$ cat config.mk
export PLATFORM = sky130hd
export DESIGN_NAME = thresh_watchdog_mon
export DESIGN_NICKNAME = d
export VERILOG_FILES = /design/src/rtl/wdm_pkg.sv /design/src/rtl/wdm_correct.sv /design/src/rtl/wdm_flag_bank.sv /design/src/rtl/wdm_break_route.sv /design/src/rtl/thresh_watchdog_mon.sv
export SDC_FILE = /design/constraint.sdc
export NUM_CORES = 1
export LEC_CHECK = 0
export CORE_AREA = 2 2 140 142
export CTS_CLUSTER_DIAMETER = 50
export DETAILED_ROUTE_END_ITERATION = 12
export DIE_AREA = 0 0 142 144
export GPL_ROUTABILITY_DRIVEN = 0
export PLACE_DENSITY = 0.78
export SETUP_SLACK_MARGIN = 0.4
export SYNTH_ARGS = -nofsm -noshare
export SYNTH_HDL_FRONTEND = slang
export SYNTH_SLANG_ARGS = --single-unit
$ cat constraint.sdc
create_clock -name clk -period 7.3 [get_ports clk]
set_input_delay 1.095 -clock clk [delete_from_list [all_inputs] [get_ports clk]]
set_output_delay 1.095 -clock clk [all_outputs]
set_load 0.01 [all_outputs]
$ cat src/rtl/wdm_pkg.sv
package wdm_pkg;
    typedef enum logic [0:0] {
        ST_IDLE  = 1'b0,
        ST_JUDGE = 1'b1
    } wdm_state_t;
endpackage

$ cat src/rtl/wdm_correct.sv
module wdm_correct #(
    parameter int DW = 24,
    parameter int SW = 5
) (
    input  logic signed [DW-1:0] raw,
    input  logic signed [DW-1:0] ofs,
    input  logic        [SW-1:0] shamt,
    output logic signed [DW-1:0] corr
);
    localparam logic signed [DW-1:0] MAXV = {1'b0, {(DW-1){1'b1}}};
    localparam logic signed [DW-1:0] MINV = {1'b1, {(DW-1){1'b0}}};

    logic signed [DW:0]   diff;
    logic signed [DW-1:0] sat;

    always_comb begin
        diff = {raw[DW-1], raw} - {ofs[DW-1], ofs};
        if (diff[DW] != diff[DW-1])
            sat = diff[DW] ? MINV : MAXV;
        else
            sat = diff[DW-1:0];
        corr = sat >>> shamt;
    end
endmodule

$ cat src/rtl/wdm_flag_bank.sv
module wdm_flag_bank #(
    parameter int NCH = 8
) (
    input  logic           clk,
    input  logic           rst,
    input  logic [NCH-1:0] set_vec,
    input  logic [NCH-1:0] clr_vec,
    output logic [NCH-1:0] flags
);
    for (genvar g = 0; g < NCH; g++) begin : g_flag
        always_ff @(posedge clk) begin
            if (rst)
                flags[g] <= 1'b0;
            else if (set_vec[g])
                flags[g] <= 1'b1;
            else if (clr_vec[g])
                flags[g] <= 1'b0;
        end
    end

    // a requested set always lands, clear or not
    a_r4_set_wins: assert property (@(posedge clk) disable iff (rst)
        (set_vec != '0) |=> ((flags & $past(set_vec)) == $past(set_vec)));

    // no flag drops unless its own clear bit was written
    a_r4_sticky: assert property (@(posedge clk) disable iff (rst)
        (flags != '0) |=> ((~flags & $past(flags) & ~$past(clr_vec)) == '0));
endmodule

$ cat src/rtl/wdm_break_route.sv
module wdm_break_route #(
    parameter int NBRK = 4
) (
    input  logic            clk,
    input  logic            rst,
    input  logic            hi_evt,
    input  logic            lo_evt,
    input  logic [NBRK-1:0] hi_sel,
    input  logic [NBRK-1:0] lo_sel,
    output logic [NBRK-1:0] brk
);
    for (genvar b = 0; b < NBRK; b++) begin : g_brk
        always_ff @(posedge clk) begin
            if (rst)
                brk[b] <= 1'b0;
            else
                brk[b] <= (hi_evt & hi_sel[b]) | (lo_evt & lo_sel[b]);
        end
    end

    // a pulse on a break line always follows a judged crossing
    a_r6_brk_from_event: assert property (@(posedge clk) disable iff (rst)
        (hi_evt == 1'b0 && lo_evt == 1'b0) |=> (brk == '0));
endmodule

$ cat src/rtl/thresh_watchdog_mon.sv
module thresh_watchdog_mon
    import wdm_pkg::*;
#(
    parameter int NCH  = 8,
    parameter int DW   = 24,
    parameter int SW   = 5,
    parameter int NBRK = 4
) (
    input  logic                     clk,
    input  logic                     rst,
    input  logic signed [DW-1:0]     res_data,
    input  logic [$clog2(NCH)-1:0]   res_chan,
    input  logic                     res_eoc,
    input  logic [NCH-1:0]           chan_mask,
    input  logic signed [DW-1:0]     thr_high,
    input  logic signed [DW-1:0]     thr_low,
    input  logic [NCH*DW-1:0]        ofs_bus,
    input  logic [NCH*SW-1:0]        shift_bus,
    input  logic [NCH-1:0]           clr_high,
    input  logic [NCH-1:0]           clr_low,
    input  logic [NBRK-1:0]          brk_hi_sel,
    input  logic [NBRK-1:0]          brk_lo_sel,
    output logic [NCH-1:0]           hi_flags,
    output logic [NCH-1:0]           lo_flags,
    output logic                     wd_any,
    output logic [NBRK-1:0]          brk
);
    localparam int CW = $clog2(NCH);

    wdm_state_t          state, state_nx;
    logic                accept;
    logic signed [DW-1:0] corr_now;
    logic signed [DW-1:0] stg_val;
    logic [CW-1:0]       stg_ch;
    logic                hi_evt, lo_evt;
    logic [NCH-1:0]      set_hi, set_lo;

    assign accept = res_eoc & chan_mask[res_chan];

    wdm_correct #(.DW(DW), .SW(SW)) u_corr (
        .raw   (res_data),
        .ofs   (ofs_bus[res_chan*DW +: DW]),
        .shamt (shift_bus[res_chan*SW +: SW]),
        .corr  (corr_now)
    );

    // state register
    always_ff @(posedge clk) begin
        if (rst)
            state <= ST_IDLE;
        else
            state <= state_nx;
    end

    // capture of an accepted result
    always_ff @(posedge clk) begin
        if (rst) begin
            stg_val <= '0;
            stg_ch  <= '0;
        end else if (accept) begin
            stg_val <= corr_now;
            stg_ch  <= res_chan;
        end
    end

    // next state and judge outputs
    always_comb begin
        state_nx = ST_IDLE;
        hi_evt   = 1'b0;
        lo_evt   = 1'b0;
        unique case (state)
            ST_IDLE: begin
                state_nx = accept ? ST_JUDGE : ST_IDLE;
            end
            ST_JUDGE: begin
                state_nx = accept ? ST_JUDGE : ST_IDLE;
                hi_evt   = (stg_val > thr_high);
                lo_evt   = (stg_val < thr_low);
            end
            default: state_nx = ST_IDLE;
        endcase
    end

    for (genvar c = 0; c < NCH; c++) begin : g_dec
        assign set_hi[c] = hi_evt && (stg_ch == CW'(c));
        assign set_lo[c] = lo_evt && (stg_ch == CW'(c));
    end

    wdm_flag_bank #(.NCH(NCH)) u_hi_bank (
        .clk(clk), .rst(rst), .set_vec(set_hi), .clr_vec(clr_high), .flags(hi_flags)
    );

    wdm_flag_bank #(.NCH(NCH)) u_lo_bank (
        .clk(clk), .rst(rst), .set_vec(set_lo), .clr_vec(clr_low), .flags(lo_flags)
    );

    assign wd_any = (hi_flags != '0) || (lo_flags != '0);

    wdm_break_route #(.NBRK(NBRK)) u_brk (
        .clk(clk), .rst(rst), .hi_evt(hi_evt), .lo_evt(lo_evt),
        .hi_sel(brk_hi_sel), .lo_sel(brk_lo_sel), .brk(brk)
    );

    // a strobe on a disabled channel never reaches a break line
    a_r2_masked_quiet: assert property (@(posedge clk) disable iff (rst)
        (res_eoc && !chan_mask[res_chan] && state == ST_IDLE) |=> ##1 (brk == '0));

    // the global flag only falls after a clear write
    a_r5_fall_needs_clear: assert property (@(posedge clk) disable iff (rst)
        (wd_any == 1'b1) |=> (wd_any || ($past(clr_high) != '0) || ($past(clr_low) != '0)));

    // the judge state is entered only after an accepted strobe
    a_r7_judge_after_accept: assert property (@(posedge clk) disable iff (rst)
        !accept |=> (state == ST_IDLE));
endmodule

## Word level (Yosys, flattened, before mapping)

Cells that the tools add are included.

- Bits of input ports: 342
- Word-level logic and storage cells: 128
- ROM bits: 0
- Output and inout bits: 21
- Memories: 0
- Bits in latches: 0
- Bits in registers: 48
- RAM bits: 0

- Shifts and indexed selects: 3
- $lt $le $gt $ge: 3
- Equal/unequal tests: 8
- Div/mod/pow operators: 0
- Multiplexer cells: 39
- Reduce and logical (&&, ||, !) cells: 36
- Bitwise logic cells: 13
- Add/sub/neg operators: 1
- Multipliers: 2

Operators with widths:

| operator | count |
|---|---|
| indexed part select 192 x 9 -> 24 bit | 1 |
| 2-to-1 mux 24 bit | 2 |
| indexed part select 40 x 7 -> 5 bit | 1 |
| 2-to-1 mux 1 bit | 36 |
| nonzero test 2 bit | 16 |
| subtractor 24 x 24 -> 25 bit | 1 |
| greater-than comparator 24 bit | 1 |
| less-than comparator 24 bit | 1 |
| >>> shifter 24 x 5 -> 24 bit | 1 |
| logical AND 1 bit | 16 |
| nonzero test 8 bit | 2 |
| == test 3 bit, second input constant | 4 |
| AND 1 bit | 9 |
| == test 3 x 2 -> 1 bit, second input constant | 2 |
| multiplier 3 x 3 -> 6 bit, second input constant | 1 |
| multiplier 3 x 2 -> 5 bit, second input constant | 1 |
| less-than comparator 3 x 4 -> 1 bit, second input constant | 1 |
| bitwise OR 1 bit | 4 |
| binary-select mux 1 bit (select 3 bit) | 1 |
| == test 3 x 1 -> 1 bit, second input constant | 1 |
| zero test 3 bit | 1 |
| logical OR 1 bit | 1 |
| != test 1 bit | 1 |

## Depth between registers and ports, before layout

- Depth in word-level cells: 6
- Mapped depth: 25
- Gate-level depth less buffers: 22

## By module

Synthesis repeated with hierarchy kept, for this count alone.

- Cells, all modules: 1,086
- Area total of the unflattened synthesis: 8,552.0 um2

Modules (own cells, without submodules):

| module | area each (um2) | cells an instance | seq. area each (um2) | times used |
|---|---|---|---|---|
| thresh_watchdog_mon | 4,182.8 | 462 | 560.5 | 1 |
| wdm_correct | 3,480.8 | 546 | 0.0 | 1 |
| wdm_flag_bank | 381.6 | 33 | 160.2 | 2 |
| wdm_break_route | 125.1 | 12 | 80.1 | 1 |

## Worst setup path before layout

OpenSTA, ideal clock, no wires.

- Path type: input port to flip-flop
- Start point: input port res_chan[0]
- End point: register stg_val[9]
- Data required time: 7,168 ps
- Library setup time: 132 ps
- Setup slack: 631 ps
- Cell stages on the path: 25
- Arrival time: 6,538 ps
- Path buffers: 5
- Path through: buf_2 -> buf_2 -> buf_2 -> buf_1 -> mux4_2 -> mux2i_1 -> ha_1 -> a21oi_1 -> a21bo_2 -> o21ai_2 -> a211oi_1 -> o21a_1 -> o21a_1 -> nor2_1 -> xnor2_1 -> ha_1 -> inv_1 -> nor2_1 -> a32oi_1 -> inv_1 -> nor2_1 -> buf_2 -> a22oi_1 -> a221oi_1 -> nor3_1

- Word-level cells in the longest chain between the ends: 6
- Elaborated cells between the ends (all ways): 12
- Those cells by class: add/sub (1); mul (2); eq/ne (1); shift (3); mux (4); bitwise (1)

Ends and longest elaborated chain:

| element | RTL line | source |
|---|---|---|
| start, declared | thresh_watchdog_mon.sv:12 | `input logic [$clog2(NCH)-1:0] res_chan,` |
| multiplier 3 x 2 -> 5 bit | thresh_watchdog_mon.sv:42 | `.ofs (ofs_bus[res_chan*DW +: DW]),` |
| indexed part select 192 x 9 -> 24 bit | thresh_watchdog_mon.sv:42 |  |
| subtractor 24 x 24 -> 25 bit | wdm_correct.sv:17 | `diff = {raw[DW-1], raw} - {ofs[DW-1], ofs};` |
| 2-to-1 mux 24 bit or != test 1 bit (tied branches) | wdm_correct.sv:19, wdm_correct.sv:18 |  |
| 2-to-1 mux 24 bit | wdm_correct.sv:18 | `if (diff[DW] != diff[DW-1])` |
| >>> shifter 24 x 5 -> 24 bit | wdm_correct.sv:22 | `corr = sat >>> shamt;` |
| end signal, assigned | thresh_watchdog_mon.sv:61 | `stg_val <= corr_now;` |
| end, declared | thresh_watchdog_mon.sv:33 | `logic signed [DW-1:0] stg_val;` |

Several ways; a longest one is shown, not always the timed one. The select of a mux whose other input is x is not followed.
A chain may end at the register's enable or synchronous reset.

## Worst setup path in the final report

- Start point: input port res_chan[2]
- End point: register stg_val[14]

Same word-level chain as after synthesis.

==> metrics.csv <==
stage;metric;value;unit
run_status;status;finished, final reports clean;
route;vias;8670;
critical_path;CP endpoint kind;register;
critical_path;FF-to-FF setup slack;4.21;ns
synth;top cells by area, synth;mux4_2 (18%), dfxtp_1 (13%), ha_1 (12%);
place;dpl ws;0.852;ns
final_layout;layout cells sized above 1;8.42;%
hold_path;Hold Path Origin;u_lo_bank.flags[7];
clock_network;worst-skew pair later-pin latency;0.29;ns
timing;Setup TNS;0;ns
synth;synthesized cell area;7410;um^2
clock_network;Clock Pin Slew Worst Setup and Hold Paths;0.06;ns
synth;Mapped Cells;890;
pwr;Power Density;158;nW/um^2
route;met2 wire length;14.6;mm
route;DR top layer;met4;
critical_path;Worst Path Arrival;6.49;ns
clock_network;CTS tree;yes;
global_routing;Overflow after GRT;0;
route;Routed met1 length;11.6;mm
synth;Yosys cell types;74;
synth;Synth area leader;mux4_2;
clock_network;CTS max path bufs;2;
route;vias per inst;5.92;
pwr;Comb power frac;68.1;%
synth;ys async rst share;0;%
route;drc violations;0;
die;Ports;363;
critical_path;Critical R2R Launch;stg_val[1];
synth;register bit total from synthesis;48;
job;max_cap viols;0;
timing;Slew Viols, Final;0;
timing;Setup violations, final;0;
pwr;Sequential Power Share;17.2;%
timing;top achievable clock speed;0.158;GHz
synth;ys flop type;dfxtp_1;
clock_network;post-CTS setup buffers;0;
place;hpwl dp;24.8;mm
place;IO buf count;362;
clock_network;H-tree depth;2;
synth;syn avg cell area;8.32;um^2
route;initial DRC count;690;
global_routing;antenna violations before repair;2;
route;met3 routed WL;2.05;mm
pwr;Internal;1.01;mW
timing;final hold slack;0.504;ns
pwr;maximum VDD drop;92.9;uV
clock_network;TritonCTS buffer count;5;
pwr;Switch Pwr;0.797;mW
synth;Synthesis Warnings;0;
critical_path;CP Max Fanout;25;
place;DP Cell Count;1454;
die;initial core utilization;38.8;%
synth;Synth top area share;18.2;%
global_routing;vias in the first global route;8409;
clock_network;clk root buf;clkbuf_16;
synth;sequential fraction of the synthesis area;13.0;%
timing;final setup margin;0.968;ns
timing;Worst-Margin Slew;1.18;ns
final_layout;fin util;59.8;%
final_layout;# nets final;1639;
timing;Final Skew;0.00793;ns
route;Antenna Violating Nets Remaining;0;
global_routing;GRT Overall Usage;26.9;%
global_routing;first-pass GRT wire length;43.6;mm
critical_path;end of the worst register-to-register path;u_lo_bank.flags[5];
synth;EDFF count, synth;0;
critical_path;R2R depth;10;
timing;Worst slew margin;19.4;%
clock_network;post-CTS resize count;0;
timing;RSZ-0062 raised after global routing;no;
place;area of placed instances;11200;um^2
synth;Synth Net Count;1306;
critical_path;Required @ worst endpoint;7.45;ns
hold_path;Hold Path End;u_lo_bank.flags[7];
timing;final hold violation count;0;
global_routing;largest net degree at the start of global routing;45;
critical_path;crit path launch type;primary input;
final_layout;post-route cell area;11400;um^2
die;die area;20400;um^2
route;post-DR wirelength/cell;19.9;um
critical_path;Crit Path Category;primary input to register;
clock_network;hold buffer count at cts;0;
final_layout;final cell count without fillers;1465;
die;Die X;142;um
timing;final cycle utilization of the critical path;86.7;%
pwr;clock share of power;14.7;%
route;DRT Pass-1 Iters;5;
die;Core Rows;51;
die;Chip Height;144;um
hold_path;WHS Path Cells;1;
hold_path;Hold Crit Class;register to register;
die;Placeable Area;19100;um^2
final_layout;synthesis-to-layout area growth;54.1;%
pwr;Leak;4.67;nW
clock_network;CTS Sinks;48;
route;detailed-route wire length;29.1;mm
pwr;total power;1.81;mW
pwr;Sw Share;44.1;%
timing;Final Critical Period;6.33;ns
-- synthesized netlist by cell type (all sizes together) (6+ instances only) --
library cell,count
o21ai,42
xnor2,7
o211ai,11
inv,61
xor2,7
o32ai,6
clkbuf,32
dfxtp,48
nand2b,6
mux4,60
and2,7
nand4,13
a211oi,14
a22o,19
nor2b,9
a221oi,12
nor3,25
buf,18
nand2,77
a21oi,74
nand3,16
nor2,78
mux2i,38
a21o,23
or3,6
nor3b,6
ha,73
o21a,13
a2111oi,10
-- layout make-up --
type	instances	area [um^2]
inverter	61	229
sequential	48	961
tap	238	298
clock inverter	3	47.5
fill	1666	7670
timing repair buffer	376	3730
clock buffer	5	125
multi-input combinational	731	6010
antenna	3	7.51
-- placed cells by master (no fill, tap or decap), types with 5 or more instances in the layout --
cell type,n
a21oi_1,73
o21a_1,13
clkdlybuf4s50_1,360
mux4_2,60
inv_1,61
o211ai_1,11
nor2_1,77
a21o_1,23
nand3_1,16
o21ai_0,39
xnor2_1,7
a2111oi_0,8
a22o_1,19
and2_1,7
nor4_1,5
nand2_1,76
nand4_1,13
nand2b_1,6
nor3_1,25
ha_1,73
nor3b_1,6
a211oi_1,14
a31o_2,5
a221oi_1,12
dfxtp_1,48
o22ai_1,5
xor2_1,7
buf_4,14
clkbuf_16,5
or3_1,6
nor2b_1,9
mux2i_1,37
o32ai_1,6
-- flip-flops by register name, summed over array words and instances (netlist names) --
signal	flops
state	1
stg_ch	3
stg_val	24
u_brk.brk	4
u_hi_bank.flags	8
u_lo_bank.flags	8
-- worst max path at each step --
stage	startpoint	end	cells after the start
final	res_chan[2]	stg_val[14]	23
after global routing	res_chan[2]	stg_val[5]	23
after CTS	res_chan[2]	stg_val[2]	21
after detailed placement	res_chan[2]	stg_val[2]	21
after global placement	res_chan[0]	stg_val[14]	23
after floorplan	res_chan[0]	stg_val[9]	25
-- logic make-up after synthesis --
logic type | Yosys count | synth area share [%]
AOI/OAI and AO/OA | 280 | 26.4
xor gates and xnor gates | 14 | 1.66
adders and majority gates | 74 | 12.6
buffers and inverters | 111 | 5.88
DFF | 48 | 13.0
muxes | 99 | 23.6
and+or+nand+nor | 264 | 16.9
-- critical path, cell delays in order --
cell             delay [ns]
clkdlybuf4s50_1        0.56
inv_1                  0.11
buf_4                  0.36
mux2i_1                0.26
ha_1                   0.31
a21oi_1                0.34
nand2_1                0.12
o21ai_2                0.33
a211oi_1               0.15
o21a_1                 0.23
o21a_1                 0.18
nor2_1                 0.14
xnor2_1                0.17
ha_1                   0.30
inv_1                  0.15
nor2_1                 0.07
a32oi_1                0.16
buf_4                  0.23
o31ai_1                0.13
o32ai_1                0.44
a22oi_1                0.21
a221oi_1               0.35
nor3_1                 0.07
-- power by group through the flow --
stage	Sequential, mW	Combinational (mW)	Clock, mW
after floorplan	0.307	0.780	0
after global placement	0.315	1.18	0
after detailed placement	0.316	1.20	0
after CTS	0.310	1.21	0.267
after global routing	0.314	1.34	0.278
final	0.310	1.23	0.265
-- layer usage --
| layer | track usage [%] | vias to the layer above |
|---|---|---|
| met4 | 7.21 | 0 |
| met3 | 4.60 | 70 |
| met5 | 0 | - |
| met2 | 48.6 | 474 |
| met1 | 33.0 | 4016 |
| li1 | - | 4110 |
No activity file was read; power rests on OpenSTA's default activity.
